**src/rtl/mdix_pkg.sv**
```systemverilog
package mdix_pkg;
  typedef enum logic [1:0] {
    MODE_STRAIGHT = 2'd0,
    MODE_CROSS    = 2'd1,
    MODE_AUTO     = 2'd2
  } mdix_mode_e;

  typedef struct packed {
    logic pin_en;
    logic reg_en;
    logic manual_cross;
  } mdix_cfg_t;

  localparam mdix_mode_e MODE_RESET = MODE_AUTO;
endpackage

```
**src/rtl/mdix_mode_dec.sv**
```systemverilog
module mdix_mode_dec
  import mdix_pkg::*;
(
  input  mdix_cfg_t  cfg_i,
  output mdix_mode_e mode_o
);
  always_comb begin
    if (!cfg_i.reg_en)
      mode_o = cfg_i.manual_cross ? MODE_CROSS : MODE_STRAIGHT;
    else if (!cfg_i.pin_en)
      mode_o = MODE_STRAIGHT;
    else
      mode_o = MODE_AUTO;
  end
endmodule

```
**src/rtl/mdix_mode_watch.sv**
```systemverilog
module mdix_mode_watch
  import mdix_pkg::*;
(
  input  logic       clk_i,
  input  logic       rst_ni,
  input  mdix_mode_e mode_i,
  output logic       changed_o
);
  mdix_mode_e mode_q;

  always_ff @(posedge clk_i or negedge rst_ni) begin
    if (!rst_ni) mode_q <= MODE_RESET;
    else         mode_q <= mode_i;
  end

  assign changed_o = (mode_i != mode_q);
endmodule

```
**src/rtl/mdix_dwell_timer.sv**
```systemverilog
module mdix_dwell_timer #(
  parameter int unsigned DWELL_CYCLES = 256
) (
  input  logic clk_i,
  input  logic rst_ni,
  input  logic clear_i,
  input  logic run_i,
  output logic expire_o
);
  localparam int unsigned CW = (DWELL_CYCLES > 1) ? $clog2(DWELL_CYCLES) : 1;
  localparam logic [CW-1:0] LAST = CW'(DWELL_CYCLES - 1);

  logic [CW-1:0] cnt_q;

  assign expire_o = run_i && !clear_i && (cnt_q == LAST);

  always_ff @(posedge clk_i or negedge rst_ni) begin
    if (!rst_ni)                       cnt_q <= '0;
    else if (clear_i || !run_i || expire_o) cnt_q <= '0;
    else                               cnt_q <= cnt_q + 1'b1;
  end
endmodule

```
**src/rtl/mdix_ctrl.sv**
```systemverilog
module mdix_ctrl
  import mdix_pkg::*;
#(
  parameter int unsigned DWELL_CYCLES = 256
) (
  input  logic clk_i,
  input  logic rst_ni,
  input  logic amdix_pin_i,
  input  logic reg_auto_en_i,
  input  logic reg_manual_cross_i,
  input  logic link_up_i,
  output logic cross_o,
  output logic resolved_o
);
  mdix_cfg_t  cfg;
  mdix_mode_e mode;
  logic       mode_chg;
  logic       search_run;
  logic       dwell_exp;
  logic       cross_q;
  logic       resolved_q;

  assign cfg = '{pin_en: amdix_pin_i, reg_en: reg_auto_en_i,
                 manual_cross: reg_manual_cross_i};

  mdix_mode_dec u_dec (
    .cfg_i  (cfg),
    .mode_o (mode)
  );

  mdix_mode_watch u_watch (
    .clk_i     (clk_i),
    .rst_ni    (rst_ni),
    .mode_i    (mode),
    .changed_o (mode_chg)
  );

  assign search_run = (mode == MODE_AUTO) && !link_up_i;

  mdix_dwell_timer #(.DWELL_CYCLES(DWELL_CYCLES)) u_timer (
    .clk_i    (clk_i),
    .rst_ni   (rst_ni),
    .clear_i  (mode_chg),
    .run_i    (search_run),
    .expire_o (dwell_exp)
  );

  // restart outranks link and dwell expiry
  always_ff @(posedge clk_i or negedge rst_ni) begin
    if (!rst_ni) begin
      cross_q    <= 1'b0;
      resolved_q <= 1'b0;
    end else if (mode_chg) begin
      cross_q    <= 1'b0;
      resolved_q <= 1'b0;
    end else begin
      unique case (mode)
        MODE_STRAIGHT: begin cross_q <= 1'b0; resolved_q <= 1'b1; end
        MODE_CROSS:    begin cross_q <= 1'b1; resolved_q <= 1'b1; end
        default: begin
          resolved_q <= link_up_i;
          if (dwell_exp) cross_q <= ~cross_q;
        end
      endcase
    end
  end

  assign cross_o    = cross_q;
  assign resolved_o = resolved_q;
endmodule

```
**config.mk**
```make
export PLATFORM = sky130hd
export DESIGN_NAME = mdix_ctrl
export DESIGN_NICKNAME = d
export VERILOG_FILES = /design/src/rtl/mdix_pkg.sv /design/src/rtl/mdix_mode_dec.sv /design/src/rtl/mdix_mode_watch.sv /design/src/rtl/mdix_dwell_timer.sv /design/src/rtl/mdix_ctrl.sv
export SDC_FILE = /design/constraint.sdc
export NUM_CORES = 1
export LEC_CHECK = 0
export BUFFER_PORTS_ARGS = -buffer_cell sky130_fd_sc_hd__buf_2
export CAP_MARGIN = 20
export CORE_MARGIN = 1
export CORE_UTILIZATION = 35
export DETAILED_ROUTE_END_ITERATION = 8
export PLACE_DENSITY_LB_ADDON = 0.15
export SYNTH_ARGS = -nofsm -noshare
export SYNTH_HDL_FRONTEND = slang
export SYNTH_SLANG_ARGS = --single-unit
```
**constraint.sdc**
```tcl
create_clock -name clk_i -period 2.6 [get_ports clk_i]
set_input_delay 0.26 -clock clk_i [delete_from_list [all_inputs] [get_ports clk_i]]
set_output_delay 0.26 -clock clk_i [all_outputs]
set_load 0.05 [all_outputs]
```
==> After elaboration in Yosys (flattened, before gate mapping) <==
Index checks and enable logic that the tools add are counted.
{ "op_classes": {"addsub": 1, "n_mux": 9, "n_eq_ne": 4, "bitwise": 1, "reduce_logical": 11} }
{ "ops": {"columns": ["op", "n"], "rows": [
  ["$add A8 B1 Y8 const B", 1],
  ["$eq A8 B8 Y1 const B", 1],
  ["$mux W8", 1],
  ["$mux W1", 5],
  ["$mux W2", 2],
  ["$reduce_bool A4 Y1", 1],
  ["$logic_and A1 B1 Y1", 3],
  ["$logic_not A1 Y1", 3],
  ["$eq A2 B1 Y1 const B", 1],
  ["$eq A2 B2 Y1 const B", 1],
  ["$logic_not A2 Y1", 1],
  ["$logic_or A1 B1 Y1", 2],
  ["$ne A2 B2 Y1", 1],
  ["$pmux W1 S2", 1],
  ["$reduce_or A2 Y1", 1],
  ["$not A1 Y1", 1]
]} }
{ "totals": {"regBits": 12, "output_inout_bits": 2} }

==> Depth between registers and ports, before layout <==
Gate-level depths: netlist of the first run.
{ "logic_depth": {"depth_word": 9, "ltp_mapped": 4, "mapped_depth_nobuf": 4} }

==> Modules after synthesis <==
Synthesis of the first run repeated with hierarchy kept, for this count alone.
{ "hier_totals": {"hier_cells": 55, "area_unflattened_um2": 578.1} }
{ "by_module_without_submodules": {"columns": ["mod", "area_each_um2", "cells_each", "instances"], "rows": [
  ["mdix_dwell_timer", 397.9, 40, 1],
  ["mdix_ctrl", 91.3, 8, 1],
  ["mdix_mode_watch", 72.6, 5, 1],
  ["mdix_mode_dec", 16.3, 2, 1]
]} }

==> Least setup slack after synthesis of the first run <==
OpenSTA, ideal clock, no wires.
{ "synth_path": {"path_kind": "register to register", "from": "reg u_timer.cnt_q[0]", "to": "reg cross_q (netlist: cross_o)", "period_less_slack_ns": 1.325, "setup_time_ns": 0.141, "path_buffers": 0, "arrival_time_ns": 1.185, "path_stages_with_launch": 5, "slack_ns": 1.275, "cell_sequence": "dfrtp_1 ha_1 nand4_1 o311ai_0 nand3_1"} }
{ "synth_between": {"elab_chain_cells": 3} }
{ "synth_rtl": {"columns": ["item", "line", "text"], "rows": [
  ["start, declared", "mdix_dwell_timer.sv:13", "logic [CW-1:0] cnt_q;"],
  ["start signal, assigned", "mdix_dwell_timer.sv:20", "else cnt_q <= cnt_q + 1'b1;"],
  ["$eq A8 B8 Y1", "mdix_dwell_timer.sv:15", "assign expire_o = run_i && !clear_i && (cnt_q == LAST);"],
  ["$logic_and A1 B1 Y1", "mdix_dwell_timer.sv:15", null],
  ["$reduce_bool A4 Y1 (no line)", null, null],
  ["end signal, assigned", "mdix_ctrl.sv:62", "if (dwell_exp) cross_q <= ~cross_q;"],
  ["end, declared", "mdix_ctrl.sv:20", "logic cross_q;"]
]} }
No other way between the ends.
A chain may end at the register's enable or synchronous reset.

==> Final worst setup path of the first run <==
Same ends and word-level chain as after synthesis.

==> impl_metrics.toml, run 1 <==
[sta]
hold_slack_ns = 0.189
finalCriticalPeriod_ns = 1.50
clock_skew_ns = 0.00348
rsz0062_at_grt = "false"
slew_viol_final = 0
fmax_mhz = 665
setup-tns-final_ns = 0
tightest_slew_ns = 0.323
max-slew-margin-rel_pct = 78.2
setup_viol = 0
final.period_utilization_pct = 57.8
hold_viol = 0

[setup_path]
required_ns = 2.75
cp_max_fo = 5
crit_buf_inv = 0
crit_family = "flip-flops"
critical_path_class = "register to register"
crit_path_cell_trace = "ha_1, nand4_1, o311ai_0, nand3_1"
crit_arrival_ns = 1.65
slowest_delay_ns = 0.41
critical_path.endpoint_type = "register"
slowest_stage = "dfrtp_1"
startpoint_type = "register"

[placed_design]
port-buffer-count = 7
gp_congestion = 0.776
place_area_um2 = 629
dp_hpwl_um = 772
post-place-cells = 79

[job]
drv_cap = 0

[floorplan]
fp-row-count = 14
io_pins = 8
coreArea_um2 = 1520
die_height_um = 42.5
dieArea_um2 = 1810
start_util_pct = 37.7
die_x_um = 42.5

[clocking]
clk_latency_ns = 0.28
post-cts-setup-buffer-count = 0
clockBufferDepth = 2
clock_sinks = 12
tritoncts = "yes"
cts_max_level = 1
cts_buffers = 3
cts-root-buf = "clkbuf_4"
path_clk_slew_ns = 0.08

[power_and_ir_drop]
powerDensity_nw_per_um2 = 550
power.leakage_nw = 0.290
pwr-share-comb_pct = 7.1
peakVddDrop_mv = 0.237
intPower_mw = 0.285
p_sw_share_pct = 23.2
pwr-share-seq_pct = 52.0
switchingPower_mw = 0.0860
clockPowerShare_pct = 40.9

[route]
routed_via_density = 5.33
first_pass_iters = 6
vias = 448
drt_wl_total_mm = 1.03
drtIter0Drc = 10
drt-wirelength-per-cell_um = 12.2
drc = 0
ant_nets = 0

[yosys]
seq_area_frac_synth_pct = 52.5
synth_fp_nets = 63
syn_area_um2 = 574
ys_types = 26
netlist.area_leader.share_pct = 47.9
yosysWarnings = 0
syn_inst = 56
yosysTopAreaCell = "dfrtp_1"
synth_area_leaders = "dfrtp_1 (48%), nand3_1 (5.2%), dfstp_2 (4.6%), xor2_1 (4.6%), a21oi_1 (3.5%)"
ys_ff_latch = 12
postSynthAreaPerCell_um2 = 10.3

[global_routing]
grt_remaining_overflow = 0
antenna_found_initial = 0
grt_pass1_vias = 441
grt_pass1_wl_mm = 1.81
grt_max_degree = 13
grt_usage_pct = 13.9

[finish]
final_area_um2 = 676
antenna_cells = 0
area_delta_synth_final_pct = 17.6
final_cells = 84
final_util_pct = 44.3
finalNetCount = 76
fillCellCount = 153
drive_above_1_share_pct = 20.6

[min_path]
hold_class = "input port to register"

[run_status]
status = "completed"
==> cell usage in the layout, fill, tap and decap left out, types with 3 or more instances in the layout <==
cell type  count
nand3_1        6
xor2_1         3
a21oi_1        4
buf_2          7
nor2_1         5
dfrtp_1       11
clkbuf_4       3
nand2_1        3
inv_1          3
==> synthesized netlist by cell type (all sizes together) <==
cell type  instances
nor3b              1
o31ai              1
or4                1
and2               1
and4b              2
a21oi              4
nand2              3
nor2               5
ha                 1
or3                1
o211ai             1
nand3b             1
xnor2              1
or2                1
inv                3
o311ai             1
nand4              2
nor2b              1
dfrtp             11
nand3              6
a211oi             1
o21ai              2
nand4bb            1
xor2               3
dfstp              1
==> per-layer routing <==
layer	vias up	part of all wire (%)	global-route usage (%)
met5	-	0	0
met4	0	2.2	7.50
met3	5	3.3	3.88
met2	6	44	22.5
met1	211	50	16.6
li1	226	-	-
==> sequential cells by signal (all words and copies together) (netlist names) <==
signal          flops
u_watch.mode_q      2
u_timer.cnt_q       8
resolved_o          1
cross_o             1
==> timing repair <==
item | 4_1_cts | 5_1_grt
hold buffers | 1 | 0
gates resized for setup | 0 | 0
endpoints found under the hold margin | 11 | 0
==> power groups by stage <==
| stage | logic (mW) | clock network [mW] | registers, mW |
|---|---|---|---|
| floorplan | 0.00720 | 0 | 0.204 |
| global placement | 0.0260 | 0 | 0.197 |
| detailed placement | 0.0259 | 0 | 0.197 |
| CTS | 0.0271 | 0.154 | 0.193 |
| global route | 0.0296 | 0.160 | 0.194 |
| finish | 0.0264 | 0.152 | 0.193 |
==> layout make-up <==
type,instances,area [um^2],area share [%]
timing repair buffer,8,45.0,6.67
tap,16,20.0,2.96
multi-input combinational,41,262,38.7
inverter,3,11.3,1.67
sequential,12,302,44.6
clock buffer,4,36.3,5.37
==> cell families (layout without fill, tap and decap cells) <==
| group | count (synthesis) | after routing | share of synthesized area (%) |
|---|---|---|---|
| and+or+nand+nor | 26 | 26 | 26.6 |
| DFF | 12 | 12 | 52.5 |
| AOI/OAI and AO/OA | 10 | 10 | 10.7 |
| xor gates and xnor gates | 4 | 4 | 6.10 |
| buffers and inverters | 3 | 15 | 1.96 |
| adders and majority gates | 1 | 1 | 2.18 |
==> through the flow <==
stage / worst slack [ns] / total power, mW
global placement: 1.18 / 0.223
floorplan: 1.27 / 0.211
global route: 0.910 / 0.384
detailed placement: 1.10 / 0.223
CTS: 1.09 / 0.374
finish: 1.10 / 0.371
==> final timing paths <==
check / from / end / slack [ns] / depth (start not counted)
setup / recovery: u_timer.cnt_q[0]$_DFF_PN0_ / cross_o$_DFFE_PN0P_ / 1.10 / 4
hold / removal: reg_auto_en_i / u_watch.mode_q[0]$_DFF_PN0_ / 0.19 / 2
setup reg to reg: u_timer.cnt_q[0]$_DFF_PN0_ / cross_o$_DFFE_PN0P_ / 1.10 / 4
hold reg to reg: u_timer.cnt_q[0]$_DFF_PN0_ / u_timer.cnt_q[0]$_DFF_PN0_ / 0.51 / 1
max in group asynchronous: rst_ni / u_watch.mode_q[1]$_DFF_PN1_ / 1.96 / 2
min in group asynchronous: rst_ni / u_timer.cnt_q[7]$_DFF_PN0_ / 0.37 / 2
No activity file was read; power rests on OpenSTA's default activity.
==> inputs of run 2 (changes only) <==
Clock period 2.6 ns to 1.45 ns, I/O delays scaled along.
==> impl_metrics.toml, run 2 (same netlist as run 1, synthesis figures left out) <==
[run_status]
status = "completed"

[route]
first_pass_iters = 4
drc = 0
drt-wirelength-per-cell_um = 12.1
drtIter0Drc = 2
routed_via_density = 5.30
drt_wl_total_mm = 1.06
vias = 461
ant_nets = 0

[finish]
largest_reg_flops = 8
multi_input_area_um2 = 262
final_cell_mix = "dfrtp_1 (11), buf_2 (7), nand3_1 (6)"
antenna_cells = 0
drive_above_1_share_pct = 23.9
regMostFlops = "u_timer.cnt_q"
layout_commonest_cell = "dfrtp_1"
reg_top3 = "u_timer.cnt_q (8), u_watch.mode_q (2)"
area_delta_synth_final_pct = 21.6
seq_area_um2 = 302
fillCellCount = 153
finalNetCount = 79

[placed_design]
dp_hpwl_um = 781
gp_congestion = 0.724
port-buffer-count = 7

[sta]
setup_viol = 0
hold_viol = 0
fmax_mhz = 769
max-slew-margin-rel_pct = 80.2
tightest_slew_ns = 0.296
finalCriticalPeriod_ns = 1.30
slew_viol_final = 0
final.period_utilization_pct = 89.7
clock_skew_ns = 0.00387
setup-tns-final_ns = 0
rsz0062_at_grt = "false"

[floorplan]
fp-row-count = 14
coreArea_um2 = 1520
start_util_pct = 37.7
io_pins = 8
dieArea_um2 = 1810
die_x_um = 42.5
die_height_um = 42.5

[clocking]
cts-root-buf = "clkbuf_4"
clockBufferDepth = 2
clock_sinks = 12
cts_max_level = 1
cts_buffers = 3
clk_latency_ns = 0.28
tritoncts = "yes"
path_clk_slew_ns = 0.07

[global_routing]
antenna_found_initial = 0
grt_pass1_vias = 426
grt_usage_pct = 14.5
grt_remaining_overflow = 0
grt_pass1_wl_mm = 1.86
grt_max_degree = 13

[power_and_ir_drop]
powerDensity_nw_per_um2 = 945
power.leakage_nw = 0.306
power.total_mw = 0.660
switchingPower_mw = 0.147
p_sw_share_pct = 22.3
peakVddDrop_mv = 0.479
pwr-share-seq_pct = 52.5
clockPowerShare_pct = 40.2
intPower_mw = 0.512
pwr-share-comb_pct = 7.4

[setup_path]
crit_path_cell_trace = "ha_1, nand4_1, or3_1, a21oi_1"
rr_startpoint = "u_timer.cnt_q[1]$_DFF_PN0_"
slowest_delay_ns = 0.38
critical_path_class = "register to register"
critical_path.endpoint_type = "register"
crit_start = "u_timer.cnt_q[1]$_DFF_PN0_"
crit_arrival_ns = 1.51
slowest_stage = "dfrtp_1"
required_ns = 1.66
startpoint_type = "register"
cp_max_fo = 5

[job]
drv_cap = 0

[min_path]
min_from = "reg_auto_en_i"
hold_class = "input port to register"
[run 2: cell count changes in the layout (fill, tap and decap cells not counted)]
cell / previous run / this run
o311ai_1: 0 / 1
buf_4: 0 / 3
o311ai_0: 1 / 0
[run 2: layout make-up]
class                      count  area share (%)
tap                           16            2.87
sequential                    12            43.2
inverter                       3            1.61
multi-input combinational     41            37.5
timing repair buffer          11            9.68
clock buffer                   4            5.20
[run 2: stage by stage]
step	instances	cell area, um^2	setup slack [ns]	hold WS (ns)	util (%)
after CTS	86	691	0.103	0.0687	45.3
after floorplan	56	574	0.125	-0.151	-
final	87	698	0.150	0.0785	45.8
after detailed placement	81	644	0.117	0.0358	42.3
after global routing	87	698	0.0314	0.0765	45.8
after global placement	81	644	0.149	0.0345	42.3
[run 2: critical path: cells and delay by family, from the launching register on]
| family | cells | cell delay, ns |
|---|---|---|
| DFF | 1 | 0.38 |
| and+or+nand+nor | 2 | 0.53 |
| AOI/OAI and AO/OA | 1 | 0.14 |
| adders and majority gates | 1 | 0.18 |
[run 2: power by group through the flow]
stage,sequential (mW),clock (mW),combinational [mW]
floorplan,0.366,0,0.0129
detailed placement,0.353,0,0.0474
finish,0.346,0.265,0.0486
global route,0.348,0.295,0.0541
global placement,0.353,0,0.0475
CTS,0.346,0.275,0.0494
[run 2: path summary, 6_finish.rpt]
check	endpoint	slack (ns)	cells after the start
min in group asynchronous	u_timer.cnt_q[5]$_DFF_PN0_	0.26	2
max in group asynchronous	u_watch.mode_q[1]$_DFF_PN1_	0.92	2
worst max-delay path	u_timer.cnt_q[6]$_DFF_PN0_	0.15	4
worst min-delay path	u_watch.mode_q[0]$_DFF_PN0_	0.08	2
worst min register to register	resolved_o$_DFF_PN0_	0.53	2
worst max register to register	u_timer.cnt_q[6]$_DFF_PN0_	0.15	4
[run 2: layer usage]
layer | vias to the layer above | GRT usage (%) | wire [um]
li1 | 234 | - | -
met1 | 217 | 17.2 | 500
met2 | 8 | 21.8 | 491
met3 | 2 | 7.76 | 50
met4 | 0 | 5.63 | 13
met5 | - | 0 | 0
[run 2: timing repair]
action                                  CTS  global route
setup buffers                             0             1
endpoints found under the setup margin    0             5
hold buffers                              1             0
hold endpoints to repair                 12             0
resized for setup                         0             1
